**config.mk**
```make
export PLATFORM = sky130hd
export DESIGN_NAME = scaler_phase_gen
export DESIGN_NICKNAME = d
export VERILOG_FILES = /design/src/rtl/scl_pkg.sv /design/src/rtl/scl_divider.sv /design/src/rtl/scl_ctrl.sv /design/src/rtl/scl_datapath.sv /design/src/rtl/scaler_phase_gen.sv
export SDC_FILE = /design/constraint.sdc
export NUM_CORES = 1
export LEC_CHECK = 0
export BUFFER_PORTS_ARGS = -buffer_cell sky130_fd_sc_hd__buf_2
export CAP_MARGIN = 10
export CORE_UTILIZATION = 50
export CTS_CLUSTER_SIZE = 16
export DETAILED_ROUTE_END_ITERATION = 7
export GPL_TIMING_DRIVEN = 0
export PLACE_DENSITY_LB_ADDON = 0.12
export SLEW_MARGIN = 20
export SYNTH_ARGS = -nofsm -noshare
export SYNTH_HDL_FRONTEND = slang
export SYNTH_SLANG_ARGS = --single-unit
```
**constraint.sdc**
```tcl
create_clock -name clk -period 6.2 [get_ports clk]
set_clock_uncertainty 0.2 [all_clocks]
set_input_delay 0.93 -clock clk [delete_from_list [all_inputs] [get_ports clk]]
set_output_delay 0.93 -clock clk [all_outputs]
set_load 0.005 [all_outputs]
```
**src/rtl/scl_pkg.sv**
```systemverilog
package scl_pkg;
  typedef enum logic [2:0] {
    OP_HRATIO = 3'd0,
    OP_VRATIO = 3'd1,
    OP_HINIT  = 3'd2,
    OP_HDELTA = 3'd3,
    OP_VINIT  = 3'd4,
    OP_VDELTA = 3'd5
  } opSel_e;

  typedef struct packed {
    logic   latchIn;
    logic   divGo;
    logic   store;
    logic   setScale;
    logic   clrAll;
    opSel_e op;
  } ctrlStrobe_t;
endpackage

```
**src/rtl/scl_divider.sv**
```systemverilog
module scl_divider #(
  parameter int W = 48
) (
  input  logic         clk,
  input  logic         rstN,
  input  logic         go,
  input  logic [W-1:0] dividend,
  input  logic [W-1:0] divisor,
  output logic [W-1:0] quotient,
  output logic         finished
);
  localparam int CNT_W = $clog2(W + 1);

  logic [W-1:0]     q;
  logic [W:0]       rem;
  logic [W-1:0]     dsr;
  logic [CNT_W-1:0] cnt;
  logic             run;
  logic [W:0]       shifted;
  logic [W:0]       nextRem;
  logic             qBit;

  always_comb begin
    shifted = {rem[W-1:0], q[W-1]};
    if (shifted >= {1'b0, dsr}) begin
      nextRem = shifted - {1'b0, dsr};
      qBit    = 1'b1;
    end else begin
      nextRem = shifted;
      qBit    = 1'b0;
    end
  end

  always_ff @(posedge clk) begin
    if (!rstN) begin
      q        <= '0;
      rem      <= '0;
      dsr      <= '0;
      cnt      <= '0;
      run      <= 1'b0;
      finished <= 1'b0;
    end else begin
      finished <= 1'b0;
      if (go) begin
        q   <= dividend;
        rem <= '0;
        dsr <= divisor;
        cnt <= CNT_W'(W);
        run <= 1'b1;
      end else if (run) begin
        q   <= {q[W-2:0], qBit};
        rem <= nextRem;
        cnt <= cnt - 1'b1;
        if (cnt == CNT_W'(1)) begin
          run      <= 1'b0;
          finished <= 1'b1;
        end
      end
    end
  end

  assign quotient = q;
endmodule

```
**src/rtl/scl_ctrl.sv**
```systemverilog
module scl_ctrl
  import scl_pkg::*;
#(
  parameter int LAYERS = 4,
  parameter int DST_W  = 16
) (
  input  logic              clk,
  input  logic              rstN,
  input  logic              start,
  input  logic [LAYERS-1:0] layerMask,
  input  logic [DST_W-1:0]  dstW,
  input  logic [DST_W-1:0]  dstH,
  input  logic              divDone,
  output ctrlStrobe_t       strb,
  output logic              busy,
  output logic              done,
  output logic              err
);
  typedef enum logic [1:0] {ST_IDLE, ST_ISSUE, ST_WAIT} state_e;

  state_e state;
  opSel_e step;
  logic   multiSel;
  logic   noneSel;
  logic   zeroOut;
  logic   reject;

  assign multiSel = |(layerMask & (layerMask - 1'b1));
  assign noneSel  = (layerMask == '0);
  assign zeroOut  = (dstW == '0) || (dstH == '0);
  assign reject   = multiSel || (!noneSel && zeroOut);
  assign busy     = (state != ST_IDLE);

  always_comb begin
    strb    = '0;
    strb.op = step;
    case (state)
      ST_IDLE: begin
        if (start) begin
          if (reject || noneSel) strb.clrAll  = 1'b1;
          else                   strb.latchIn = 1'b1;
        end
      end
      ST_ISSUE: strb.divGo = 1'b1;
      ST_WAIT: begin
        if (divDone) begin
          strb.store    = 1'b1;
          strb.setScale = (step == OP_VDELTA);
        end
      end
      default: ;
    endcase
  end

  always_ff @(posedge clk) begin
    if (!rstN) begin
      state <= ST_IDLE;
      step  <= OP_HRATIO;
      done  <= 1'b0;
      err   <= 1'b0;
    end else begin
      done <= 1'b0;
      case (state)
        ST_IDLE: begin
          if (start) begin
            if (reject || noneSel) begin
              done <= 1'b1;
              err  <= reject;
            end else begin
              err   <= 1'b0;
              step  <= OP_HRATIO;
              state <= ST_ISSUE;
            end
          end
        end
        ST_ISSUE: state <= ST_WAIT;
        ST_WAIT: begin
          if (divDone) begin
            if (step == OP_VDELTA) begin
              state <= ST_IDLE;
              done  <= 1'b1;
            end else begin
              step  <= opSel_e'(step + 3'd1);
              state <= ST_ISSUE;
            end
          end
        end
        default: state <= ST_IDLE;
      endcase
    end
  end
endmodule

```
**src/rtl/scl_datapath.sv**
```systemverilog
module scl_datapath
  import scl_pkg::*;
#(
  parameter int DST_W   = 16,
  parameter int SRC_W   = 32,
  parameter int ENH_MIN = 2
) (
  input  logic                     clk,
  input  logic                     rstN,
  input  ctrlStrobe_t              strb,
  input  logic [SRC_W-1:0]         srcW,
  input  logic [SRC_W-1:0]         srcH,
  input  logic [DST_W-1:0]         dstW,
  input  logic [DST_W-1:0]         dstH,
  input  logic                     lineStart,
  input  logic                     pixStep,
  output logic                     divDone,
  output logic                     scaleEn,
  output logic                     enhEn,
  output logic [31:0]              hRatio,
  output logic [31:0]              vRatio,
  output logic [31:0]              hInit,
  output logic [31:0]              vInit,
  output logic [31:0]              hDelta,
  output logic [31:0]              vDelta,
  output logic [31-16:0]           srcIdx,
  output logic [3:0]               filtPhase
);
  localparam int FRAC     = 16;
  localparam int PH_BITS  = 4;
  localparam int PH_SHIFT = FRAC - PH_BITS;
  localparam int RAT_W    = 32;
  localparam int INT_W    = SRC_W - FRAC;
  localparam int DIV_W    = DST_W + 32;

  logic [SRC_W-1:0] sW, sH;
  logic [DST_W-1:0] dW, dH;
  logic [INT_W-1:0] inW, inH;
  logic [DIV_W-1:0] opDividend, opDivisor, quo;
  logic [RAT_W:0]   roundQ;
  logic [RAT_W-1:0] acc;

  assign inW = sW[SRC_W-1:FRAC];
  assign inH = sH[SRC_W-1:FRAC];

  always_comb begin
    case (strb.op)
      OP_HRATIO: begin
        opDividend = {dW, 32'b0};
        opDivisor  = {{(DIV_W-SRC_W){1'b0}}, sW};
      end
      OP_VRATIO: begin
        opDividend = {dH, 32'b0};
        opDivisor  = {{(DIV_W-SRC_W){1'b0}}, sH};
      end
      OP_HINIT: begin
        opDividend = {{(DIV_W-INT_W-PH_BITS){1'b0}}, inW, {PH_BITS{1'b0}}};
        opDivisor  = {{(DIV_W-DST_W){1'b0}}, dW};
      end
      OP_HDELTA: begin
        opDividend = {{(DIV_W-INT_W-FRAC){1'b0}}, inW, {FRAC{1'b0}}};
        opDivisor  = {{(DIV_W-DST_W){1'b0}}, dW};
      end
      OP_VINIT: begin
        opDividend = {{(DIV_W-INT_W-PH_BITS){1'b0}}, inH, {PH_BITS{1'b0}}};
        opDivisor  = {{(DIV_W-DST_W){1'b0}}, dH};
      end
      default: begin
        opDividend = {{(DIV_W-INT_W-FRAC){1'b0}}, inH, {FRAC{1'b0}}};
        opDivisor  = {{(DIV_W-DST_W){1'b0}}, dH};
      end
    endcase
  end

  scl_divider #(.W(DIV_W)) uDiv (
    .clk      (clk),
    .rstN     (rstN),
    .go       (strb.divGo),
    .dividend (opDividend),
    .divisor  (opDivisor),
    .quotient (quo),
    .finished (divDone)
  );

  assign roundQ = {1'b0, quo[RAT_W-1:0]} + 1'b1;

  always_ff @(posedge clk) begin
    if (!rstN) begin
      sW <= '0; sH <= '0; dW <= '0; dH <= '0;
    end else if (strb.latchIn) begin
      sW <= srcW; sH <= srcH; dW <= dstW; dH <= dstH;
    end
  end

  always_ff @(posedge clk) begin
    if (!rstN || strb.clrAll || strb.latchIn) begin
      hRatio  <= '0; vRatio <= '0;
      hInit   <= '0; vInit  <= '0;
      hDelta  <= '0; vDelta <= '0;
      scaleEn <= 1'b0;
    end else begin
      if (strb.store) begin
        case (strb.op)
          OP_HRATIO: hRatio <= quo[RAT_W-1:0];
          OP_VRATIO: vRatio <= quo[RAT_W-1:0];
          OP_HINIT:  hInit  <= roundQ[RAT_W:1];
          OP_HDELTA: hDelta <= quo[RAT_W-1:0];
          OP_VINIT:  vInit  <= roundQ[RAT_W:1];
          default:   vDelta <= quo[RAT_W-1:0];
        endcase
      end
      if (strb.setScale) scaleEn <= 1'b1;
    end
  end

  assign enhEn = scaleEn &&
                 ((hRatio[RAT_W-1:FRAC] >= (RAT_W-FRAC)'(ENH_MIN)) ||
                  (vRatio[RAT_W-1:FRAC] >= (RAT_W-FRAC)'(ENH_MIN)));

  always_ff @(posedge clk) begin
    if (!rstN || strb.clrAll || strb.latchIn) begin
      acc <= '0;
    end else if (scaleEn) begin
      if (lineStart)    acc <= hInit << PH_SHIFT;
      else if (pixStep) acc <= acc + hDelta;
    end
  end

  assign srcIdx    = acc[RAT_W-1:FRAC];
  assign filtPhase = acc[FRAC-1 -: PH_BITS];
endmodule

```
**src/rtl/scaler_phase_gen.sv**
```systemverilog
module scaler_phase_gen
  import scl_pkg::*;
#(
  parameter int LAYERS = 4,
  parameter int DST_W  = 16,
  parameter int SRC_W  = 32
) (
  input  logic              clk,
  input  logic              rstN,
  input  logic              start,
  input  logic [LAYERS-1:0] layerMask,
  input  logic [SRC_W-1:0]  srcW,
  input  logic [SRC_W-1:0]  srcH,
  input  logic [DST_W-1:0]  dstW,
  input  logic [DST_W-1:0]  dstH,
  input  logic              lineStart,
  input  logic              pixStep,
  output logic              busy,
  output logic              done,
  output logic              err,
  output logic              scaleEn,
  output logic              enhEn,
  output logic [31:0]       hRatio,
  output logic [31:0]       vRatio,
  output logic [31:0]       hInit,
  output logic [31:0]       vInit,
  output logic [31:0]       hDelta,
  output logic [31:0]       vDelta,
  output logic [15:0]       srcIdx,
  output logic [3:0]        filtPhase
);
  ctrlStrobe_t strb;
  logic        divDone;

  scl_ctrl #(.LAYERS(LAYERS), .DST_W(DST_W)) uCtrl (
    .clk       (clk),
    .rstN      (rstN),
    .start     (start),
    .layerMask (layerMask),
    .dstW      (dstW),
    .dstH      (dstH),
    .divDone   (divDone),
    .strb      (strb),
    .busy      (busy),
    .done      (done),
    .err       (err)
  );

  scl_datapath #(.DST_W(DST_W), .SRC_W(SRC_W)) uDp (
    .clk       (clk),
    .rstN      (rstN),
    .strb      (strb),
    .srcW      (srcW),
    .srcH      (srcH),
    .dstW      (dstW),
    .dstH      (dstH),
    .lineStart (lineStart),
    .pixStep   (pixStep),
    .divDone   (divDone),
    .scaleEn   (scaleEn),
    .enhEn     (enhEn),
    .hRatio    (hRatio),
    .vRatio    (vRatio),
    .hInit     (hInit),
    .vInit     (vInit),
    .hDelta    (hDelta),
    .vDelta    (vDelta),
    .srcIdx    (srcIdx),
    .filtPhase (filtPhase)
  );
endmodule

```
==> impl_metrics.tcl, run 1 <==
set metrics [dict create \
    outcome "finished clean" \
    drv_cap 0 \
    total_leakage_power_nw 10.5 \
    worst-endpoint-required_ns 6.45 \
    coreArea_um2 44100 \
    area_growth_pct 18.5 \
    tns_ns 0 \
    synth_commonest_cells "nand2_1, dfxtp_1, a21oi_1" \
    hold_ws_ns 0.253 \
    syn-instance-count 2776 \
    rows 77 \
    total_power_mw 7.75 \
    clock.fmax_mhz 259 \
    rsz0062_at_grt "no" \
    cts_hold_buf 0 \
    drive_above_1_share 0.146 \
    finalSetupViolCount 0 \
    drt_iter0_drc 2069 \
    grt_pass1_wl_um 120000 \
    root_buffer "clkbuf_16" \
    p_per_area_nw_per_um2 293 \
    grt_max_degree 15 \
    insertion_delay_ns 0.61 \
    drc 0 \
    clock-sinks 464 \
    track_usage 0.348 \
    final_area_um2 26500 \
    hp-class "flip-flop to flip-flop" \
    hold_violations 0 \
    syn_avg_cell_area_um2 8.05 \
    die_w_um 213 \
    routedWlPerCell_um 21.5 \
    slew_violations 0 \
    vias_per_cell 5.88 \
    dieArea_um2 45500 \
    io_pins 322 \
    finish.utilization 0.600 \
    relSlewSlack 0.343 \
    place_area_um2 24700 \
    cts_resized 0 \
    rr_worst_depth 13 \
    period_share 0.623 \
    yosysTopAreaCell "dfxtp_1" \
    synthTopCellsByArea "dfxtp_1, nand2_1, a21oi_1" \
    cp-end-kind "flip-flop" \
    synth.top_cell.area_share 0.416 \
    cts_buffers 50 \
    ant_nets 0 \
    ys_ff_latch 464 \
    grt_pass1_vias 20474 \
    async_flop_share 0 \
    path_cells "inv_1, ha_1, fa_1, inv_1, a21oi_1, o21ai_0, a21oi_2, o41ai_2, a21oi_1, nor4_1, or4_1, xor2_1, a211oi_2" \
    num_vias 22236 \
    synth-warning-count 0 \
    start_util 0.506 \
    grt_overflow 0 \
    antenna_found_initial 2 \
    arrival_ns 4.11 \
    die_h_um 213 \
    synth_flop_cell "dfxtp_1" \
    max_stage_delay_ns 0.62 \
    place.gp.congestion 0.993 \
    crit_slowest_cell "o41ai_2" \
    crit_fanout 5 \
    wl_um 81500 \
    clk_pin_slew_ns 0.06 \
    hpwlAfterDp_um 62700 \
    htreeDepth 2 \
    yosysSeqAreaShare 0.416 \
    synth.cell_area_um2 22300 \
    tritoncts "done" \
    portBuffers 321 \
    crit_type "flip-flop to flip-flop" \
    synth.most_common_cell "nand2_1" \
    hold_depth 2 \
    start_kind "flip-flop" \
    synth_edf_count 0 \
    syn_nets 2954 \
    synth_cell_types 74 \
    cts_max_path_buffers 3 \
    peakVddDrop_v 0.000251 \
    finalCriticalPeriod_ns 3.86 \
    max_slew.worst_pin.slew_ns 0.978 \
    nNetsFinal 3327 \
    firstDrtPassIters 5 \
    postCtsSetupRepairBufs 0 \
]
## routing by layer
| metal | GRT usage | wire [um] | vias up |
|---|---|---|---|
| li1 | - | - | 10507 |
| met1 | 0.457 | 34300 | 10552 |
| met2 | 0.575 | 37900 | 989 |
| met3 | 0.0486 | 5650 | 186 |
| met4 | 0.144 | 3600 | 2 |
| met5 | 0 | 19 | - |
## cell families (layout without fill, tap and decap cells)
family / after synthesis / count (layout) / share of synthesized area
adders and majority gates: 74 / 74 / 0.0420
and+or+nand+nor: 918 / 918 / 0.176
buffers and inverters: 309 / 721 / 0.0584
DFF: 464 / 464 / 0.416
other: 0 / 2 / 0
AOI/OAI and AO/OA: 826 / 826 / 0.231
muxes: 80 / 80 / 0.0358
xor gates and xnor gates: 105 / 105 / 0.0412
## cell type report
cell class                 instances  area [um^2]
antenna                            2         5.00
buffer                           245         1060
clock buffer                      66         1400
clock inverter                    25          360
fill                            4188        17700
inverter                          64          240
multi-input combinational       2003        11800
sequential                       464         9290
tap                              592          741
timing repair buffer             321         1610
## path summary, 6_finish.rpt
kind | startpoint | endpoint | slack [ns]
setup / recovery | uDp.uDiv.quotient[47] | uDp.uDiv.rem[46] | 2.34
setup reg to reg | uDp.uDiv.quotient[47] | uDp.uDiv.rem[46] | 2.34
hold / removal | uDp.hRatio[8] | uDp.hRatio[8] | 0.25
hold reg to reg | uDp.hRatio[8] | uDp.hRatio[8] | 0.25
## metrics by stage
step	std cells	setup slack, ns
3_3_place_gp	3689	1.99
6_report	3782	2.34
3_5_place_dp	3689	1.93
5_1_grt	3781	2.16
2_1_floorplan	2776	3.03
4_1_cts	3780	2.39
## layout by cell type, fill, tap and decap left out, types with 39 or more instances in the layout
cell,netlist,layout
inv_1,64,64
nand2_1,527,527
clkbuf_1,189,196
ha_1,71,71
o21ai_0,97,97
dfxtp_1,464,464
mux2i_1,80,80
xor2_1,53,53
a22oi_1,44,44
nor2_1,198,198
buf_2,8,329
a21o_1,42,42
nand3_1,39,39
a21oi_1,349,348
clkbuf_16,0,50
a221oi_1,39,39
a211oi_1,126,126
xnor2_1,52,52
## power breakdown
| part | switching [mW] | internal, mW | total [mW] |
|---|---|---|---|
| Sequential | 0.0610 | 3.05 | 3.11 |
| Clock | 1.30 | 1.93 | 3.23 |
| Combinational | 0.863 | 0.547 | 1.41 |
## worst max-delay path, delay by kind of cell (launching register included)
kind | cells | cell delay, ns
xor+xnor | 1 | 0.17
compound gates | 6 | 1.72
flops | 1 | 0.46
buf+inv | 2 | 0.15
simple gates | 2 | 0.37
fa+ha+maj | 2 | 0.63
No activity file was read; power rests on OpenSTA's default activity.
==> run 2: changes to the inputs <==
Clock period 6.2 ns to 3.95 ns, I/O delays scaled along.
==> run 2 against run 1 <==
Critical path depth fell by 1. Count of clock-buffer cells in the layout did not move. Maximum frequency rose by 4.9%. Final area barely moved. First-iteration DRC count rose by 4.3%. Via count fell by 0.50%. Total power rose by 57%. Core utilization barely moved. Non-clock buffer count did not move. Largest power group unchanged. Sequential cell count did not move.
==> impl_metrics.tcl, run 2 (synthesis gave the netlist of run 1 again) <==
set metrics [dict create \
    crit_type "flip-flop to flip-flop" \
    hp-start "srcH[6]" \
    drc 0 \
    start_kind "flip-flop" \
    crit_fanout 3 \
    wl_um 81500 \
    switchingPower_mw 3.49 \
    ant_nets 0 \
    dieArea_um2 45500 \
    vias_per_cell 5.85 \
    grt_max_degree 15 \
    place.gp.congestion 0.993 \
    clock.fmax_mhz 272 \
    finish.utilization 0.600 \
    relSlewSlack 0.344 \
    cts_buffers 50 \
    num_vias 22125 \
    clock-sinks 464 \
    drt_iter0_drc 2157 \
    antenna_found_initial 2 \
    crit_start "uDp.hDelta[0]" \
    arrival_ns 3.93 \
    hpwlAfterDp_um 62700 \
    outcome "finished clean" \
    period_share 0.932 \
    tritoncts "done" \
    clkPwrFrac 0.416 \
    coreArea_um2 44100 \
    max_slew.worst_pin.slew_ns 0.977 \
    routedWlPerCell_um 21.6 \
    slew_violations 0 \
    insertion_delay_ns 0.61 \
    grt_pass1_wl_um 120000 \
    switching_share 0.287 \
    total_leakage_power_nw 10.5 \
    portBuffers 321 \
    grt_overflow 0 \
    cts_max_path_buffers 3 \
    track_usage 0.348 \
    layout_common_cells "nand2_1, dfxtp_1, a21oi_1" \
    drv_cap 0 \
    die_w_um 213 \
    root_buffer "clkbuf_16" \
    dp_cells 3689 \
    pre_cts_ws_ns 0.0196 \
    nNetsFinal 3327 \
    rsz0062_at_grt "no" \
    place_area_um2 24700 \
    peakVddDrop_v 0.000394 \
    final_common_cell "nand2_1" \
    r2r-start "uDp.hDelta[0]" \
    hold_violations 0 \
    stdcell_count 3782 \
    finalCriticalPeriod_ns 3.68 \
    tns_ns 0 \
    p_seq_frac 0.401 \
    p_comb_frac 0.182 \
    p_per_area_nw_per_um2 460 \
    setup_slack_ns 0.268 \
    start_util 0.506 \
    fillers 4191 \
    worst-endpoint-required_ns 4.20 \
    p_int_mw 8.67 \
    hp-class "input port to flip-flop" \
    firstDrtPassIters 6 \
    cts_hold_buf 0 \
    clk_pin_slew_ns 0.06 \
    rows 77 \
    io_pins 322 \
    grt_pass1_vias 20474 \
    drive_above_1_share 0.147 \
    area_growth_pct 18.5 \
    finalSetupViolCount 0 \
    die_h_um 213 \
    final_area_um2 26500 \
    htreeDepth 2 \
    cp-end-kind "flip-flop" \
]
[run 2: cell counts in the layout (fill, tap and decap cells not counted)]
Identical to the previous run, type by type.
[run 2: path summary, 6_finish.rpt]
| check | slack [ns] | end | cells past startpoint |
|---|---|---|---|
| max | 0.27 | uDp.acc[28] | 12 |
| min reg2reg | 0.25 | uDp.hRatio[8] | 2 |
| max reg2reg | 0.27 | uDp.acc[28] | 12 |
| min | 0.02 | uDp.sH[6] | 3 |
[run 2: worst max-delay path, cell delays in order (launching register included)]
cell	delay (ns)
dfxtp_1	0.35
ha_1	0.26
fa_1	0.42
a21o_1	0.18
a21o_1	0.21
a211oi_1	0.32
o2111ai_1	0.26
a41oi_2	0.29
o21ai_0	0.19
and4_1	0.31
a211oi_1	0.29
xor2_1	0.17
a21oi_1	0.08
[run 2: power groups by stage]
stage	registers [mW]	clock network (mW)	logic, mW
2_1_floorplan	4.95	0	1.60
3_3_place_gp	4.98	0	2.14
3_5_place_dp	4.98	0	2.16
4_1_cts	4.88	5.10	2.18
5_1_grt	4.89	5.29	2.39
6_report	4.88	5.07	2.22
[run 2: repair_timing]
item,CTS,global route
resized for setup,0,2
setup endpoints to repair,0,5
buffers inserted,0,0
[run 2: per-layer routing]
| layer | share of wire | routed length, um | vias up | global-route usage |
|---|---|---|---|---|
| li1 | - | - | 10495 | - |
| met1 | 0.43 | 34800 | 10513 | 0.457 |
| met2 | 0.46 | 37900 | 938 | 0.575 |
| met3 | 0.065 | 5320 | 177 | 0.0486 |
| met4 | 0.043 | 3530 | 2 | 0.144 |
| met5 | 0.00023 | 19 | - | 0 |
[run 2: cell type report]
cell class | instances | area (um^2) | share of cell area
tap | 592 | 741 | 0.0280
antenna | 2 | 5.00 | 0.000189
clock buffer | 66 | 1400 | 0.0529
timing repair buffer | 321 | 1610 | 0.0607
multi-input combinational | 2003 | 11800 | 0.444
clock inverter | 25 | 360 | 0.0136
inverter | 64 | 240 | 0.00908
sequential | 464 | 9290 | 0.351
buffer | 245 | 1060 | 0.0402
[run 2: metrics by stage]
step,power [mW],hold WS [ns]
after global placement,7.12,0.240
after detailed placement,7.14,0.244
final,12.2,0.0194
after CTS,12.2,0.00468
after floorplan,6.55,0.237
after global routing,12.6,0.0204
